**src/rtl/sdm_pkg.sv**
```systemverilog
package sdm_pkg;
    localparam int IN_W      = 10;
    localparam int ACC_W     = 16;
    localparam int N_STAGES  = 3;
    localparam int SHIFT_MID = 3;
    localparam int SHIFT_END = 2;

    localparam int FS     = 1 << (IN_W - 1);
    localparam int ACC_HI = (1 << (ACC_W - 1)) - 1;
    localparam int ACC_LO = -(1 << (ACC_W - 1));

    typedef logic signed [ACC_W-1:0] acc_t;
    typedef logic signed [ACC_W+1:0] wide_t;

    localparam acc_t FB_POS = acc_t'(FS);
    localparam acc_t FB_NEG = acc_t'(-FS);

    // right shift applied to the addend of stage k
    function automatic int stage_shift(int k);
        if (k == 0) return 0;
        return (k == N_STAGES - 1) ? SHIFT_END : SHIFT_MID;
    endfunction

    // state + addend - feedback, clamped to the accumulator range
    function automatic acc_t sat_acc(acc_t st, acc_t add, acc_t fb);
        wide_t sum;
        sum = wide_t'(st) + wide_t'(add) - wide_t'(fb);
        if (sum > wide_t'(ACC_HI)) return acc_t'(ACC_HI);
        if (sum < wide_t'(ACC_LO)) return acc_t'(ACC_LO);
        return sum[ACC_W-1:0];
    endfunction
endpackage

```
**src/rtl/sdm_word_hold.sv**
```systemverilog
module sdm_word_hold
    import sdm_pkg::*;
(
    input  logic            clk,
    input  logic            rst,
    input  logic            load_i,
    input  logic [IN_W-1:0] word_i,
    output acc_t            held_o
);
    logic signed [IN_W-1:0] word_q;

    always_ff @(posedge clk) begin
        if (rst) begin
            word_q <= '0;
        end else if (load_i) begin
            word_q <= word_i;
        end
    end

    assign held_o = acc_t'(word_q);
endmodule

```
**src/rtl/sdm_integ_stage.sv**
```systemverilog
module sdm_integ_stage
    import sdm_pkg::*;
#(
    parameter int SHIFT = 0
) (
    input  acc_t state_i,
    input  acc_t addend_i,
    input  acc_t fb_i,
    output acc_t next_o
);
    acc_t scaled;

    assign scaled = addend_i >>> SHIFT;
    assign next_o = sat_acc(state_i, scaled, fb_i);
endmodule

```
**src/rtl/sdm_sign_slicer.sv**
```systemverilog
module sdm_sign_slicer
    import sdm_pkg::*;
(
    input  logic clk,
    input  logic rst,
    input  acc_t last_next_i,
    output logic bit_o,
    output acc_t fb_o
);
    logic bit_q;

    always_ff @(posedge clk) begin
        if (rst) begin
            bit_q <= 1'b0;
        end else begin
            bit_q <= (last_next_i >= 0);
        end
    end

    assign bit_o = bit_q;
    assign fb_o  = bit_q ? FB_POS : FB_NEG;
endmodule

```
**src/rtl/sd_bitstream_mod.sv**
```systemverilog
module sd_bitstream_mod
    import sdm_pkg::*;
(
    input  logic            clk,
    input  logic            rst,
    input  logic            smp_strobe,
    input  logic [IN_W-1:0] smp_word,
    output logic            bit_out
);
    acc_t                  held;
    acc_t                  fb;
    acc_t [N_STAGES-1:0]   st_q;
    acc_t [N_STAGES-1:0]   st_nx;

    sdm_word_hold u_hold (
        .clk    (clk),
        .rst    (rst),
        .load_i (smp_strobe),
        .word_i (smp_word),
        .held_o (held)
    );

    for (genvar k = 0; k < N_STAGES; k++) begin : g_stage
        acc_t addend;
        if (k == 0) begin : g_head
            assign addend = held;
        end else begin : g_tail
            assign addend = st_q[k-1];
        end

        sdm_integ_stage #(.SHIFT(stage_shift(k))) u_integ (
            .state_i  (st_q[k]),
            .addend_i (addend),
            .fb_i     (fb),
            .next_o   (st_nx[k])
        );
    end

    always_ff @(posedge clk) begin
        if (rst) begin
            st_q <= '0;
        end else begin
            st_q <= st_nx;
        end
    end

    sdm_sign_slicer u_slice (
        .clk         (clk),
        .rst         (rst),
        .last_next_i (st_nx[N_STAGES-1]),
        .bit_o       (bit_out),
        .fb_o        (fb)
    );
endmodule

```
**config.mk**
```make
export PLATFORM = sky130hd
export DESIGN_NAME = sd_bitstream_mod
export DESIGN_NICKNAME = d
export VERILOG_FILES = /design/src/rtl/sdm_pkg.sv /design/src/rtl/sdm_word_hold.sv /design/src/rtl/sdm_integ_stage.sv /design/src/rtl/sdm_sign_slicer.sv /design/src/rtl/sd_bitstream_mod.sv
export SDC_FILE = /design/constraint.sdc
export NUM_CORES = 1
export LEC_CHECK = 0
export BUFFER_PORTS_ARGS = -buffer_cell sky130_fd_sc_hd__buf_2
export CAP_MARGIN = 20
export CORE_MARGIN = 2
export CORE_UTILIZATION = 52
export DETAILED_ROUTE_END_ITERATION = 16
export GPL_ROUTABILITY_DRIVEN = 0
export PLACE_DENSITY = 0.67
export SLEW_MARGIN = 30
export SYNTH_ARGS = -nofsm -noshare
export SYNTH_HDL_FRONTEND = slang
export SYNTH_HIERARCHICAL = 1
export SYNTH_SLANG_ARGS = --single-unit
```
**constraint.sdc**
```tcl
create_clock -name clk -period 8.3 [get_ports clk]
set_input_delay 0.83 -clock clk [delete_from_list [all_inputs] [get_ports clk]]
set_output_delay 0.83 -clock clk [all_outputs]
set_load 0.01 [all_outputs]
```
==> results.toml, run 1 <==
[outcome]
outcome = "completed"

[sta]
slew-limit-headroom_pct = 39.0
fin_crit_ns = 4.14
slew_viol_final = 0
rsz0062_at_grt = "false"
worst_pin_slew_ns = 0.914
setup-violations-final = 0
period_share_pct = 49.9
finalHoldViolations = 0
finClkSkew_ns = 0.00485
fin_ws_ns = 4.16
fin_tns_setup_ns = 0
fmax_mhz = 242

[drt]
wl_per_cell_um = 13.7
drtIter0Drc = 342
vias = 5335
firstDrtPassIters = 5
wl_um = 13900
drtAntennaViolNets = 0
vias_per_cell = 5.28
drc_errors = 0

[synth]
dominantRegCellSynth = "dfxtp_1"
yosysWarnings = 6
synth.distinct_cells = 78
async_flop_share_pct = 0
synth_edf_count = 0
synth.avg_cell_area_um2 = 8.11
synth.cell_area_mm2 = 0.00686
synth-seq-cells = 59
ys_seq_area_share_pct = 17.2
syn-instance-count = 846

[setup_path]
path_delay_family = "compound AO/OA/AOI/OAI gates"
critPathRequiredTime_ns = 8.49
end_kind = "flip-flop"
criticalPathCategory = "reg2reg"
cpPeakStageDelay_ns = 0.76
cp.arrival_ns = 4.33
cp-start-kind = "flip-flop"
cp_slowest_cell = "a22oi_1"
cp_cell_sequence = "inv_1, fa_1, inv_1, ha_1, a21oi_1, o21ai_0, a21oi_1, o2111ai_1, a22oi_1, a21boi_4, o21ai_2, nor2b_1"
critPathMaxFanout = 18
crit_buf_inv = 2

[cts]
cts.sinks = 59
cts_root_buffer = "clkbuf_16"
clock_latency_ns = 0.33
cts_tree = "built"
cts_max_path_buffers = 2
clk_pin_slew_worst_paths_ns = 0.05
postCtsSetupRepairBufs = 0
numCtsBuffers = 9
cts_resized = 0
cts_hold_buffers = 0
htreeDepth = 3

[floorplan]
fp.dieW_um = 119
die_h_um = 119
num_io_pins = 14
rows = 41
dieArea_mm2 = 0.0141
core-area_mm2 = 0.0128
initial_core_util_pct = 53.7

[global_routing]
grt_max_degree = 60
grt_antenna_before_repair = 0
grtUsageTotal_pct = 21.0
grt_pass1_wl_um = 24200
grt-ovfl-total = 0
grt_pass1_vias = 5146

[cells_and_area]
seqCellArea_mm2 = 0.00118
fillers = 1206
drive_gt1_share_pct = 9.43
area_growth_pct = 4.07
diodes = 0
final_cell_mix = "inv_1, a21oi_1, dfxtp_1"
stdcell_count = 1010
nets = 949
final_common_cell = "inv_1"
multi_input_area_mm2 = 0.00467

[worst_hold_path]
hold_path.class = "reg2reg"

[job]
drv_cap = 0

[placed_design]
io_buffers = 13
dp_cells = 995
dpl.hpwl_um = 11000
pre_cts_slack_ns = 4.23
==> cells in the mapped netlist (all sizes together), types with 10 or more instances <==
library cell | number | area, um^2
nor2b | 53 | 332
ha | 54 | 676
nor2 | 39 | 146
nand2b | 13 | 81.3
a21o | 11 | 82.6
xor2 | 22 | 238
a211oi | 14 | 130
inv | 190 | 713
mux2i | 10 | 100
nor3 | 13 | 86.3
nand2 | 32 | 120
o21a | 10 | 75.1
buf | 41 | 299
dfxtp | 59 | 1180
a21oi | 71 | 397
xnor2 | 12 | 105
o21ai | 68 | 393
fa | 48 | 961
nand3 | 17 | 95.1
==> path summary, 6_finish.rpt <==
path	startpoint	end	slack, ns	cells past startpoint
worst max-delay path	u_slice/bit_o$_SDFF_PP0_	g_stage[1].addend[10]$_SDFF_PP0_	4.16	12
worst min-delay path	u_hold/word_q[4]$_SDFFE_PP0P_	u_hold/word_q[4]$_SDFFE_PP0P_	0.49	2
worst max register to register	u_slice/bit_o$_SDFF_PP0_	g_stage[1].addend[10]$_SDFF_PP0_	4.16	12
worst min register to register	u_hold/word_q[4]$_SDFFE_PP0P_	u_hold/word_q[4]$_SDFFE_PP0P_	0.49	2
==> tightest hold or removal path, cell delays in order, from the launching register on <==
cell and delay (ns):
dfxtp_1 0.32, mux2i_1 0.06, nor2_1 0.07
==> stage by stage <==
| stage | hold slack (ns) | util [%] | area, um^2 |
|---|---|---|---|
| 2_1_floorplan | 0.460 | - | 6890 |
| 3_3_place_gp | 0.475 | 53.7 | 6860 |
| 3_5_place_dp | 0.483 | 53.7 | 6860 |
| 4_1_cts | 0.497 | 55.9 | 7140 |
| 5_1_grt | 0.526 | 55.9 | 7140 |
| 6_report | 0.493 | 55.9 | 7140 |
==> registers in the layout (all words and copies together) (netlist names) <==
| signal | count |
|---|---|
| g_stage.addend | 32 |
| st_q | 16 |
| u_hold/word_q | 10 |
| u_slice/bit_o | 1 |
==> cells by family (layout without fill, tap and decap cells) <==
group | count (synthesis) | count (layout) | share of synthesized area, %
muxes | 10 | 10 | 1.46
xor gates and xnor gates | 34 | 34 | 5.00
other | 2 | 10 | 0.110
adders and majority gates | 102 | 102 | 23.9
and+or+nand+nor | 192 | 192 | 15.3
AOI/OAI and AO/OA | 212 | 212 | 22.0
buffers and inverters | 235 | 219 | 15.1
DFF | 59 | 59 | 17.2
==> final cells by class <==
type,count,area share [%]
timing repair buffer,14,1.02
multi-input combinational,560,65.5
clock buffer,13,3.79
sequential,59,16.5
tap,172,3.02
inverter,190,9.99
clock inverter,2,0.140
==> metal layers <==
layer	routed length (um)	up-vias	part of all wire [%]	global-route usage, %
met2	6420	99	46	33.8
li1	-	2687	-	-
met4	355	0	2.6	8.63
met1	6660	2521	48	28.6
met3	429	28	3.1	2.59
met5	0	-	0	0
Power of run 1 is not shown: default switching activity piles up to over one toggle a cycle in this logic, so the estimate is an artifact.
==> inputs of run 2 (changes only) <==
Clock period 8.3 ns to 3.85 ns, I/O delays scaled along.
==> run 2 against run 1 <==
  * Sequential cell count stayed put
  * Final cell count is 0.79% higher
  * First-iteration DRC count is 5.3% higher
  * Clock-buffer cell count is 2 higher
  * Die area stayed put
  * Critical path depth is 1 lower
  * Hold slack worse by 0.20 ns
  * Sequential share of layout area is 0.21 points lower
  * Routed wire length is 5.4% higher
  * Clock skew is 0.0048 ns higher
  * Utilization is 0.72 points higher
  * Via count is 1.6% higher
  * Critical path type unchanged
  * Critical endpoint is now st_q[44]$_SDFF_PP0_
==> results.toml, run 2 (synthesis gave the netlist of run 1 again) <==
[outcome]
outcome = "completed"

[sta]
slew_viol_final = 0
fin_tns_setup_ns = 0
fin_crit_ns = 3.58
period_share_pct = 93.1
finalHoldViolations = 0
fmax_mhz = 279
finClkSkew_ns = 0.00965
slew-limit-headroom_pct = 59.6
setup-violations-final = 0
fin_ws_ns = 0.267
worst_pin_slew_ns = 0.602
rsz0062_at_grt = "false"

[cts]
clock_latency_ns = 0.33
clk_pin_slew_worst_paths_ns = 0.05
cts_hold_buffers = 0
cts_max_path_buffers = 2
htreeDepth = 3
numCtsBuffers = 9
cts_tree = "built"
cts.sinks = 59
cts_root_buffer = "clkbuf_16"

[job]
drv_cap = 0

[setup_path]
startpoint = "g_stage[2].addend[3]$_SDFF_PP0_"
worstReg2RegStart = "g_stage[2].addend[3]$_SDFF_PP0_"
cp-start-kind = "flip-flop"
worst_path_most_repeated_cell = "fa_1"
cp_cell_sequence = "fa_1, inv_1, fa_1, nand2b_1, a211oi_1, o31a_1, a2111o_1, o2111ai_4, a21oi_4, o21ai_2, nor2b_1"
critPathMaxFanout = 10
critPathRequiredTime_ns = 4.05
end_kind = "flip-flop"
cp.arrival_ns = 3.78
cpPeakStageDelay_ns = 0.54
cp_slowest_cell = "fa_1"
criticalPathCategory = "reg2reg"

[worst_hold_path]
hold_start = "smp_word[8]"
hold_path.class = "in2reg"

[drt]
vias_per_cell = 5.33
routed.top_layer = "met4"
firstDrtPassIters = 6
vias = 5423
wl_met3_um = 480
drc_errors = 0
drt-met1-wl_um = 6980
drtAntennaViolNets = 0
wl_um = 14600
wl_met2_um = 6960
drtIter0Drc = 360
wl_per_cell_um = 14.4

[floorplan]
dieArea_mm2 = 0.0141
initial_core_util_pct = 53.7
die_h_um = 119
rows = 41
num_io_pins = 14
fp.dieW_um = 119
core-area_mm2 = 0.0128

[cells_and_area]
final_common_cell = "inv_1"
nets = 956
area_growth_pct = 5.42
drive_gt1_share_pct = 10.3
final_cell_mix = "inv_1, a21oi_1, dfxtp_1"
largest_reg_flops = 32
diodes = 0

[global_routing]
grtUsageTotal_pct = 22.1
grt_pass1_wl_um = 25300
grt_pass1_vias = 5245
grt-ovfl-total = 0
grt_max_degree = 37
grt_antenna_before_repair = 0

[placed_design]
pre_cts_slack_ns = 0.0942
dpl.hpwl_um = 11600
io_buffers = 13
==> run 2: cell type report <==
| class | instances | area, um^2 |
|---|---|---|
| clock buffers | 15 | 288 |
| inverters | 190 | 717 |
| multi-input cells | 560 | 4690 |
| fillers | 1171 | 5540 |
| flip-flops and latches | 59 | 1180 |
| repair buffers | 21 | 138 |
| clock inverters | 1 | 5.00 |
| well taps | 172 | 215 |
==> run 2: path summary, 6_finish.rpt <==
path                                    to  depth (start not counted)  slack [ns]
max                    st_q[44]$_SDFF_PP0_                         11        0.27
min          u_hold/word_q[8]$_SDFFE_PP0P_                          3        0.29
max reg2reg            st_q[44]$_SDFF_PP0_                         11        0.27
min reg2reg  u_hold/word_q[4]$_SDFFE_PP0P_                          2        0.50
==> run 2: what timing repair did <==
action | in CTS | in global routing
gates resized for setup | 0 | 2
hold endpoints to repair | 0 | 0
setup buffers | 0 | 2
endpoints found under the setup margin | 0 | 36
==> run 2: worst max-delay path, delay by kind of cell, from the launching register on <==
kind | cells | cell delay [ns]
flip-flops | 1 | 0.35
AO/OA/AOI/OAI | 6 | 1.68
adder cells (fa/ha/maj) | 2 | 1.00
buffers and inverters | 1 | 0.07
AND/OR/NAND/NOR | 2 | 0.34
==> run 2: per-layer routing <==
layer / up-vias / GRT usage, %
met5: - / 0
met4: 0 / 6.10
met3: 17 / 3.16
met2: 91 / 36.5
met1: 2616 / 30.2
li1: 2699 / -
==> run 2: through the flow <==
| stage | area (um^2) | utilization (%) | cells | hold slack (ns) |
|---|---|---|---|---|
| 6_report | 7230 | 56.6 | 1018 | 0.291 |
| 5_1_grt | 7230 | 56.6 | 1018 | 0.308 |
| 4_1_cts | 7190 | 56.3 | 1016 | 0.283 |
| 3_5_place_dp | 6890 | 54.0 | 1000 | 0.488 |
| 3_3_place_gp | 6890 | 54.0 | 1000 | 0.475 |
| 2_1_floorplan | 6890 | - | 854 | 0.452 |
Power of run 2 is left out for the same reason.
